--- config.mk ---
export PLATFORM = sky130hd
export DESIGN_NAME = spi_slave_dirdet
export DESIGN_NICKNAME = d
export VERILOG_FILES = /design/src/rtl/spi_dd_pkg.sv /design/src/rtl/spi_dd_sync.sv /design/src/rtl/spi_dd_cfg.sv /design/src/rtl/spi_dd_txbuf.sv /design/src/rtl/spi_dd_core.sv /design/src/rtl/spi_slave_dirdet.sv
export SDC_FILE = /design/constraint.sdc
export NUM_CORES = 1
export LEC_CHECK = 0
export BUFFER_PORTS_ARGS = -buffer_cell sky130_fd_sc_hd__buf_4
export CAP_MARGIN = 20
export CORE_UTILIZATION = 36
export DETAILED_ROUTE_END_ITERATION = 6
export GPL_ROUTABILITY_DRIVEN = 0
export PLACE_DENSITY = 0.59
export SLEW_MARGIN = 20
export SYNTH_ARGS = -nofsm -noshare
export SYNTH_HDL_FRONTEND = slang
export SYNTH_SLANG_ARGS = --single-unit
--- constraint.sdc ---
create_clock -name clk_i -period 3.45 [get_ports clk_i]
set_input_delay 0.5175 -clock clk_i [delete_from_list [all_inputs] [get_ports clk_i]]
set_output_delay 0.5175 -clock clk_i [all_outputs]
set_load 0.02 [all_outputs]
--- src/rtl/spi_dd_pkg.sv ---
package spi_dd_pkg;
  typedef enum logic [1:0] {
    DIR_NONE = 2'b00,
    DIR_WR   = 2'b01,
    DIR_RD   = 2'b10,
    DIR_ERR  = 2'b11
  } dir_e;

  typedef struct packed {
    logic cpol;
    logic cpha;
    logic framed;
  } cfg_t;
endpackage

--- src/rtl/spi_dd_sync.sv ---
module spi_dd_sync #(
  parameter int   STAGES  = 2,
  parameter logic RST_VAL = 1'b0
) (
  input  logic clk_i,
  input  logic rst_ni,
  input  logic d_i,
  output logic q_o,
  output logic rise_o,
  output logic fall_o
);
  // one extra stage keeps the previous synchronized value for edge detect
  logic [STAGES:0] sh_q;

  always_ff @(posedge clk_i or negedge rst_ni) begin
    if (!rst_ni) sh_q <= {(STAGES+1){RST_VAL}};
    else         sh_q <= {sh_q[STAGES-1:0], d_i};
  end

  assign q_o    = sh_q[STAGES-1];
  assign rise_o = sh_q[STAGES-1] & ~sh_q[STAGES];
  assign fall_o = ~sh_q[STAGES-1] & sh_q[STAGES];
endmodule

--- src/rtl/spi_dd_cfg.sv ---
module spi_dd_cfg
  import spi_dd_pkg::*;
(
  input  logic clk_i,
  input  logic rst_ni,
  input  logic we_i,
  input  cfg_t wdata_i,
  input  logic lock_i,
  output cfg_t act_o
);
  cfg_t pend_q, act_q;

  always_ff @(posedge clk_i or negedge rst_ni) begin
    if (!rst_ni) begin
      pend_q <= '0;
      act_q  <= '0;
    end else begin
      if (we_i)    pend_q <= wdata_i;
      if (!lock_i) act_q  <= pend_q;
    end
  end

  assign act_o = act_q;

  a_r9_cfg_frozen: assert property (@(posedge clk_i) disable iff (!rst_ni)
    lock_i |=> $stable(act_q));
endmodule

--- src/rtl/spi_dd_txbuf.sv ---
module spi_dd_txbuf #(
  parameter int DATA_W = 8
) (
  input  logic              clk_i,
  input  logic              rst_ni,
  input  logic              load_i,
  input  logic [DATA_W-1:0] data_i,
  input  logic              take_i,
  output logic              full_o,
  output logic [DATA_W-1:0] data_o
);
  logic              full_q;
  logic [DATA_W-1:0] buf_q;

  always_ff @(posedge clk_i or negedge rst_ni) begin
    if (!rst_ni) begin
      full_q <= 1'b0;
      buf_q  <= '0;
    end else begin
      if (take_i) full_q <= 1'b0;
      if (load_i) begin
        full_q <= 1'b1;
        buf_q  <= data_i;
      end
    end
  end

  assign full_o = full_q;
  assign data_o = buf_q;

  a_r5_load_fills: assert property (@(posedge clk_i) disable iff (!rst_ni)
    load_i |=> full_q);
endmodule

--- src/rtl/spi_dd_core.sv ---
module spi_dd_core
  import spi_dd_pkg::*;
#(
  parameter int DATA_W = 8
) (
  input  logic              clk_i,
  input  logic              rst_ni,
  input  cfg_t              cfg_i,
  input  logic              sck_rise_i,
  input  logic              sck_fall_i,
  input  logic              nss_fall_i,
  input  logic              nss_rise_i,
  input  logic              mosi_i,
  input  logic              tx_full_i,
  input  logic [DATA_W-1:0] tx_buf_i,
  output logic              tx_take_o,
  output logic              miso_o,
  output logic [DATA_W-1:0] rx_data_o,
  output logic              rx_valid_o,
  output logic              busy_o,
  output dir_e              dir_o
);
  localparam int CNT_W = (DATA_W > 1) ? $clog2(DATA_W) : 1;
  localparam logic [CNT_W-1:0] LAST_BIT = CNT_W'(DATA_W - 1);

  logic              in_frame_q, first_q, need_load_q, rx_valid_q;
  logic [CNT_W-1:0]  bit_cnt_q;
  logic [DATA_W-1:0] rx_sh_q, tx_sh_q, rx_data_q;
  dir_e              dir_q;

  logic              smp_on_fall, smp_edge, sft_edge, byte_done;
  logic              use_tx, load_now, deliver;
  logic [DATA_W-1:0] rx_next, fill;

  assign smp_on_fall = cfg_i.cpol ^ cfg_i.cpha;
  assign smp_edge    = in_frame_q & (smp_on_fall ? sck_fall_i : sck_rise_i);
  assign sft_edge    = in_frame_q & (smp_on_fall ? sck_rise_i : sck_fall_i);
  assign rx_next     = {rx_sh_q[DATA_W-2:0], mosi_i};
  assign byte_done   = smp_edge && (bit_cnt_q == LAST_BIT);

  assign use_tx   = !cfg_i.framed || (dir_q == DIR_RD);
  assign fill     = (use_tx && tx_full_i) ? tx_buf_i : '1;
  assign load_now = !nss_rise_i &&
                    ((nss_fall_i && !cfg_i.cpha) || (!nss_fall_i && sft_edge && need_load_q));
  assign tx_take_o = load_now && use_tx && tx_full_i;

  always_comb begin
    if (!cfg_i.framed)  deliver = 1'b1;
    else if (first_q)   deliver = !rx_next[DATA_W-1];
    else                deliver = (dir_q == DIR_WR);
  end

  always_ff @(posedge clk_i or negedge rst_ni) begin
    if (!rst_ni) begin
      in_frame_q  <= 1'b0;
      first_q     <= 1'b0;
      need_load_q <= 1'b0;
      bit_cnt_q   <= '0;
      rx_sh_q     <= '0;
      tx_sh_q     <= '1;
      dir_q       <= DIR_NONE;
      rx_valid_q  <= 1'b0;
      rx_data_q   <= '0;
    end else begin
      rx_valid_q <= 1'b0;
      if (nss_rise_i) begin
        in_frame_q  <= 1'b0;
        first_q     <= 1'b0;
        need_load_q <= 1'b0;
        bit_cnt_q   <= '0;
        tx_sh_q     <= '1;
        dir_q       <= DIR_NONE;
      end else if (nss_fall_i) begin
        in_frame_q  <= 1'b1;
        first_q     <= 1'b1;
        bit_cnt_q   <= '0;
        dir_q       <= DIR_NONE;
        need_load_q <= cfg_i.cpha;
        if (!cfg_i.cpha) tx_sh_q <= fill;
      end else begin
        if (smp_edge) begin
          rx_sh_q   <= rx_next;
          bit_cnt_q <= byte_done ? '0 : bit_cnt_q + 1'b1;
          if (byte_done) begin
            need_load_q <= 1'b1;
            first_q     <= 1'b0;
            rx_valid_q  <= deliver;
            rx_data_q   <= rx_next;
            if (cfg_i.framed && first_q) begin
              if (!rx_next[DATA_W-1])  dir_q <= DIR_WR;
              else if (&rx_next)       dir_q <= DIR_RD;
              else                     dir_q <= DIR_ERR;
            end
          end
        end
        if (sft_edge) begin
          if (need_load_q) begin
            tx_sh_q     <= fill;
            need_load_q <= 1'b0;
          end else begin
            tx_sh_q <= {tx_sh_q[DATA_W-2:0], 1'b1};
          end
        end
      end
    end
  end

  assign miso_o     = in_frame_q ? tx_sh_q[DATA_W-1] : 1'b1;
  assign rx_data_o  = rx_data_q;
  assign rx_valid_o = rx_valid_q;
  assign busy_o     = in_frame_q;
  assign dir_o      = dir_q;

  a_r3_valid_single: assert property (@(posedge clk_i) disable iff (!rst_ni)
    rx_valid_q |=> !rx_valid_q);
  a_r8_err_silent: assert property (@(posedge clk_i) disable iff (!rst_ni)
    (dir_q == DIR_ERR) |-> !rx_valid_q);
  a_r6_wr_miso_ones: assert property (@(posedge clk_i) disable iff (!rst_ni)
    (in_frame_q && cfg_i.framed && dir_q != DIR_RD) |-> miso_o);
  a_r10_idle_dir: assert property (@(posedge clk_i) disable iff (!rst_ni)
    !in_frame_q |-> (dir_q == DIR_NONE));
endmodule

--- src/rtl/spi_slave_dirdet.sv ---
module spi_slave_dirdet
  import spi_dd_pkg::*;
#(
  parameter int DATA_W      = 8,
  parameter int SYNC_STAGES = 2
) (
  input  logic              clk_i,
  input  logic              rst_ni,
  input  logic              cfg_we_i,
  input  logic              cfg_cpol_i,
  input  logic              cfg_cpha_i,
  input  logic              cfg_framed_i,
  input  logic              sck_i,
  input  logic              nss_i,
  input  logic              mosi_i,
  output logic              miso_o,
  output logic [DATA_W-1:0] rx_data_o,
  output logic              rx_valid_o,
  input  logic [DATA_W-1:0] tx_data_i,
  input  logic              tx_load_i,
  output logic              tx_req_o,
  output logic              busy_o,
  output logic [1:0]        dir_o
);
  logic sck_s, sck_rise, sck_fall;
  logic nss_s, nss_rise, nss_fall;
  logic mosi_s, mosi_rise_nc, mosi_fall_nc;
  logic busy, tx_full, tx_take;
  logic [DATA_W-1:0] tx_buf;
  cfg_t cfg_wr, cfg_act;
  dir_e dir;

  spi_dd_sync #(.STAGES(SYNC_STAGES), .RST_VAL(1'b0)) u_sck (
    .clk_i, .rst_ni, .d_i(sck_i), .q_o(sck_s), .rise_o(sck_rise), .fall_o(sck_fall));
  spi_dd_sync #(.STAGES(SYNC_STAGES), .RST_VAL(1'b1)) u_nss (
    .clk_i, .rst_ni, .d_i(nss_i), .q_o(nss_s), .rise_o(nss_rise), .fall_o(nss_fall));
  spi_dd_sync #(.STAGES(SYNC_STAGES), .RST_VAL(1'b0)) u_mosi (
    .clk_i, .rst_ni, .d_i(mosi_i), .q_o(mosi_s), .rise_o(mosi_rise_nc), .fall_o(mosi_fall_nc));

  assign cfg_wr = '{cpol: cfg_cpol_i, cpha: cfg_cpha_i, framed: cfg_framed_i};

  spi_dd_cfg u_cfg (
    .clk_i, .rst_ni, .we_i(cfg_we_i), .wdata_i(cfg_wr),
    .lock_i(busy | nss_fall), .act_o(cfg_act));

  spi_dd_txbuf #(.DATA_W(DATA_W)) u_txbuf (
    .clk_i, .rst_ni, .load_i(tx_load_i), .data_i(tx_data_i),
    .take_i(tx_take), .full_o(tx_full), .data_o(tx_buf));

  spi_dd_core #(.DATA_W(DATA_W)) u_core (
    .clk_i, .rst_ni, .cfg_i(cfg_act),
    .sck_rise_i(sck_rise), .sck_fall_i(sck_fall),
    .nss_fall_i(nss_fall), .nss_rise_i(nss_rise), .mosi_i(mosi_s),
    .tx_full_i(tx_full), .tx_buf_i(tx_buf), .tx_take_o(tx_take),
    .miso_o, .rx_data_o, .rx_valid_o, .busy_o(busy), .dir_o(dir));

  assign busy_o   = busy;
  assign tx_req_o = !tx_full;
  assign dir_o    = dir;

  a_r2_busy_needs_nss: assert property (@(posedge clk_i) disable iff (!rst_ni)
    $rose(busy) |-> !nss_s);
endmodule

==> impl_table.tex <==
\begin{tabular}{lr}
\hline
Metric & Value \\
\hline
\multicolumn{2}{l}{\textbf{Synthesis}} \\
Flip-flop cell with the highest count after synthesis & dfrtp\_1 \\
Part of the Yosys area used for sequential elements & 56.48\% \\
Async set-reset flop share out of synthesis & between 90\% and 100\% \\
Synth Instances & $\sim$210 \\
Combined area of all synthesized cells & about 2500 µm² \\
Mux share of post-synthesis cell area & 15.51\% \\
FF+latch count, synth & 55 \\
Simple-gate portion of the synthesized area & 12.25\% \\
Yosys warning count & 0 \\
Dominant combinational cell family by area after synthesis & multiplexers \\
Synth Area in XOR/XNOR & less than 1\% \\
Proportion of netlist area held by the largest area contributor & about 45\% \\
Number of enable flip-flop cells after synthesis & 0 \\
Syn\_nets & around 230 \\
Leading area contributor after synthesis & dfrtp\_1 \\
Synthesized area per cell & between 10 and 15 µm² \\
Synthesized-area fraction occupied by ao, oa, aoi and oai cells & under 10\% \\
Adder-cell share of the synthesized area & slightly above 2\% \\
Distinct cell type count after synthesis & 40 \\
Synth area leaders & dfrtp\_1 (45\%), dfstp\_2 (12\%), mux2\_2 (10\%) \\
\multicolumn{2}{l}{\textbf{Floorplanning}} \\
Chip height & about 85 µm \\
Placeable core region & 6459 µm² \\
Num ports & 32 \\
Initial cell density of the core & 38.11\% \\
Die width & approximately 85 µm \\
FP Rows & 29 \\
Die Outline Area & $\sim$7200 µm² \\
\multicolumn{2}{l}{\textbf{STA}} \\
Final total negative setup slack & 0 ns \\
Ratio of final minimum period to clock period & roughly 58\% \\
Total count of max-transition violations in the final report & 0 \\
Highest clock rate & approximately 0.5 GHz \\
Worst slew margin relative to its limit & 48.73\% \\
Shortest period the worst path allows & 1.999 ns \\
Hold violation count in the final report & 0 \\
Final setup vio count & 0 \\
Transition time of the tightest slew-check pin & 0.7690 ns \\
RSZ-0062 raised after global routing & no \\
Setup Skew & slightly above 0.006 ns \\
\multicolumn{2}{l}{\textbf{Global routing}} \\
Vias in the first global route & around 1,600 \\
Number of antenna violations at the first check in global routing & 0 \\
Total congestion overflow & 0 \\
Overall global routing resource usage & about an eighth \\
Wire length of the first global-routing pass & roughly 7 mm \\
Pin count of the biggest net entering global routing & 56 \\
\multicolumn{2}{l}{\textbf{CTS}} \\
Number of instances resized during post-cts repair & 0 \\
H-Tree Depth & 2 \\
CTS tree & yes \\
Deepest clock path buffer count & 2 \\
Clock transition time at the flip-flop clock pins of the worst setup and hold paths & about 0.10 ns \\
CTS buffer count & 5 \\
Post CTS Setup Buffer Count & 0 \\
Root Buffer & clkbuf\_8 \\
Skew-Pair Late Insertion Delay & 0.31 ns \\
CTS Sinks & 55 \\
Number of buffers inserted by hold repair at cts & 0 \\
\multicolumn{2}{l}{\textbf{Route}} \\
Remaining DRCs & 0 \\
Number of detailed-route iterations in the first pass & 6 \\
DR vias/cell & about 5.0 \\
Final wirelength & $\sim$4.3 mm \\
Number of vias in the routed layout & around 1,600 \\
Iteration-0 DRC Markers & between 80 and 90 \\
Per-cell routed wire length & 13.66 µm \\
Antenna-violating nets left & 0 \\
\multicolumn{2}{l}{\textbf{Finish}} \\
Number of cells in the finished layout apart from fillers & 317 \\
Antenna cell count & 0 \\
Final layout net count & approximately 260 \\
Final-layout fill cell count & 635 \\
Share of final-layout standard cells stronger than drive strength 1 & around a third \\
Share of the core filled with cells in the final layout & about 44\% \\
Signed area change from the synthesized netlist to the final layout & 15.20\% \\
\multicolumn{2}{l}{\textbf{Critical path}} \\
Register-to-register setup slack & $\sim$1.5 ns \\
Critical path peak fanout & 15 \\
Arrival time worst endpoint & between 2 and 2.5 ns \\
Startpoint of the worst register-to-register path & u\_nss.sh\_q[2] \\
Kind of cell with the highest combined delay on the critical path & compound AO/OA/AOI/OAI gates \\
Peak per-stage delay on the critical path & $\sim$0.55 ns \\
Setup crit end kind & flop \\
Startpoint-to-endpoint class of the critical path & reg -> reg \\
Kind of start point of the critical path & flop \\
Worst r2r path cells & 5 \\
Crit path max-delay cell type & dfstp\_2 \\
Cell-by-cell trace of the critical path & ha\_1 -> o21a\_1 -> o21ai\_1 -> or3\_1 -> o22a\_1 \\
Worst reg2reg path endpoint & u\_txbuf.full\_o \\
Number of buffers and inverters on the critical path & 0 \\
Critical path data required time & about 3.7 ns \\
\multicolumn{2}{l}{\textbf{Place}} \\
Number of input and output port buffers inserted & 31 \\
DP Cell Count & around 310 \\
HPWL Detailed & between 2 and 3 mm \\
\multicolumn{2}{l}{\textbf{Pwr}} \\
P\_leak & about 1.3 nW \\
Maximum vdd drop & $\sim$0.29 mV \\
Cell area power density & 522.6 nW/µm² \\
\multicolumn{2}{l}{\textbf{Run}} \\
Number of max-cap violations & 0 \\
\multicolumn{2}{l}{\textbf{Run status}} \\
Status & complete, no violations \\
\multicolumn{2}{l}{\textbf{Min path}} \\
Worst hold-check path type & in -> async \\
\hline
\end{tabular}
-- cell type report --
cell class | count | area [µm²] | area share [%]
inverter | 13 | 48.80 | 1.721
clock inverter | 2 | 17.52 | 0.6178
multi-input combinational | 132 | 969.7 | 34.20
timing repair buffer | 32 | 240.2 | 8.473
clock buffer | 6 | 72.57 | 2.560
tap | 77 | 96.34 | 3.398
sequential | 55 | 1390 | 49.03
-- cell usage in the layout, fill, tap and decap left out, drive strengths merged, types with 2 or more instances in the layout --
cell,synthesis,final
dfrtp,44,44
buf,3,32
mux2,22,22
o21ai,15,15
nor2,14,14
nand2,13,13
inv,12,13
mux2i,13,13
dfstp,11,11
a21oi,10,10
or3,9,9
o211ai,7,7
clkbuf,6,6
ha,4,4
nor2b,3,3
nand4,3,3
or2b,2,2
nand3,2,2
nand4b,2,2
clkinv,1,2
-- worst max path at each step --
stage | from | to | slack [ns] | cells after the start
4_1_cts | u_nss.sh_q[2] | u_txbuf.full_o | 1.43 | 5
5_1_grt | u_nss.sh_q[2] | u_txbuf.full_o | 1.33 | 5
6_report | u_nss.sh_q[2] | u_txbuf.full_o | 1.45 | 5
3_3_place_gp | u_nss.sh_q[2] | u_txbuf.full_o | 1.51 | 5
3_5_place_dp | u_nss.sh_q[2] | u_txbuf.full_o | 1.46 | 5
2_1_floorplan | u_cfg.act_o[2] | u_core.rx_sh_q[0] | 1.71 | 4
-- logic make-up (layout without fill, tap and decap cells) --
group	after synthesis	in the layout
fa+ha+maj	4	4
simple gates	54	54
xor+xnor	1	1
buf+inv	22	53
flops	55	55
mux	35	35
compound gates	38	38
-- state kept, by name, indices dropped and copies added, names as in the netlist, 2 cells and up --
signal            cells
u_core.tx_sh_q        8
u_txbuf.data_o        8
u_core.rx_data_o      8
u_core.bit_cnt_q      3
u_sck.sh_q            3
u_cfg.pend_q          3
u_core.dir_o          2
u_core.rx_sh_q        7
u_cfg.act_o           3
u_mosi.sh_q           2
u_nss.sh_q            3
-- report_power, final --
| part | switching [mW] | internal [mW] |
|---|---|---|
| Clock | 0.216 | 0.148 |
| Sequential | 0.0782 | 0.750 |
| Combinational | 0.145 | 0.145 |
-- synth_stat cells, types with 2 or more instances --
library cell / n
dfrtp_1: 44
nand2_1: 13
a21oi_1: 10
mux2i_1: 12
mux2_2: 22
nand4b_1: 2
inv_1: 12
ha_1: 4
dfstp_2: 11
or2b_2: 2
clkbuf_1: 5
nor2_1: 13
or3_1: 9
nor2b_1: 3
o21ai_0: 14
nand3_1: 2
o211ai_1: 7
nand4_1: 2
-- stage by stage --
step | worst slack, ns | hold WS, ns | power [mW] | area, µm²
2_1_floorplan | 1.706 | 0.2219 | 1.043 | 2461
3_3_place_gp | 1.509 | 0.3326 | 1.125 | 2745
5_1_grt | 1.333 | 0.2801 | 1.568 | 2835
3_5_place_dp | 1.457 | 0.3370 | 1.135 | 2745
4_1_cts | 1.426 | 0.2649 | 1.508 | 2835
6_report | 1.451 | 0.2418 | 1.482 | 2835
-- layer usage --
metal	GRT usage [%]	wire length [µm]	up-vias
met4	5.239	72	0
met1	16.87	2030	749
met3	2.655	156	8
met2	20.92	2070	32
li1	-	-	791
met5	0	0	-
-- worst reg2reg max path: stages (launching register included) --
cell	delay, ns
dfstp_2	0.55
ha_1	0.42
o21a_1	0.34
o21ai_1	0.12
or3_1	0.32
o22a_1	0.16
Note: power is estimated with default switching activity, not from simulation.
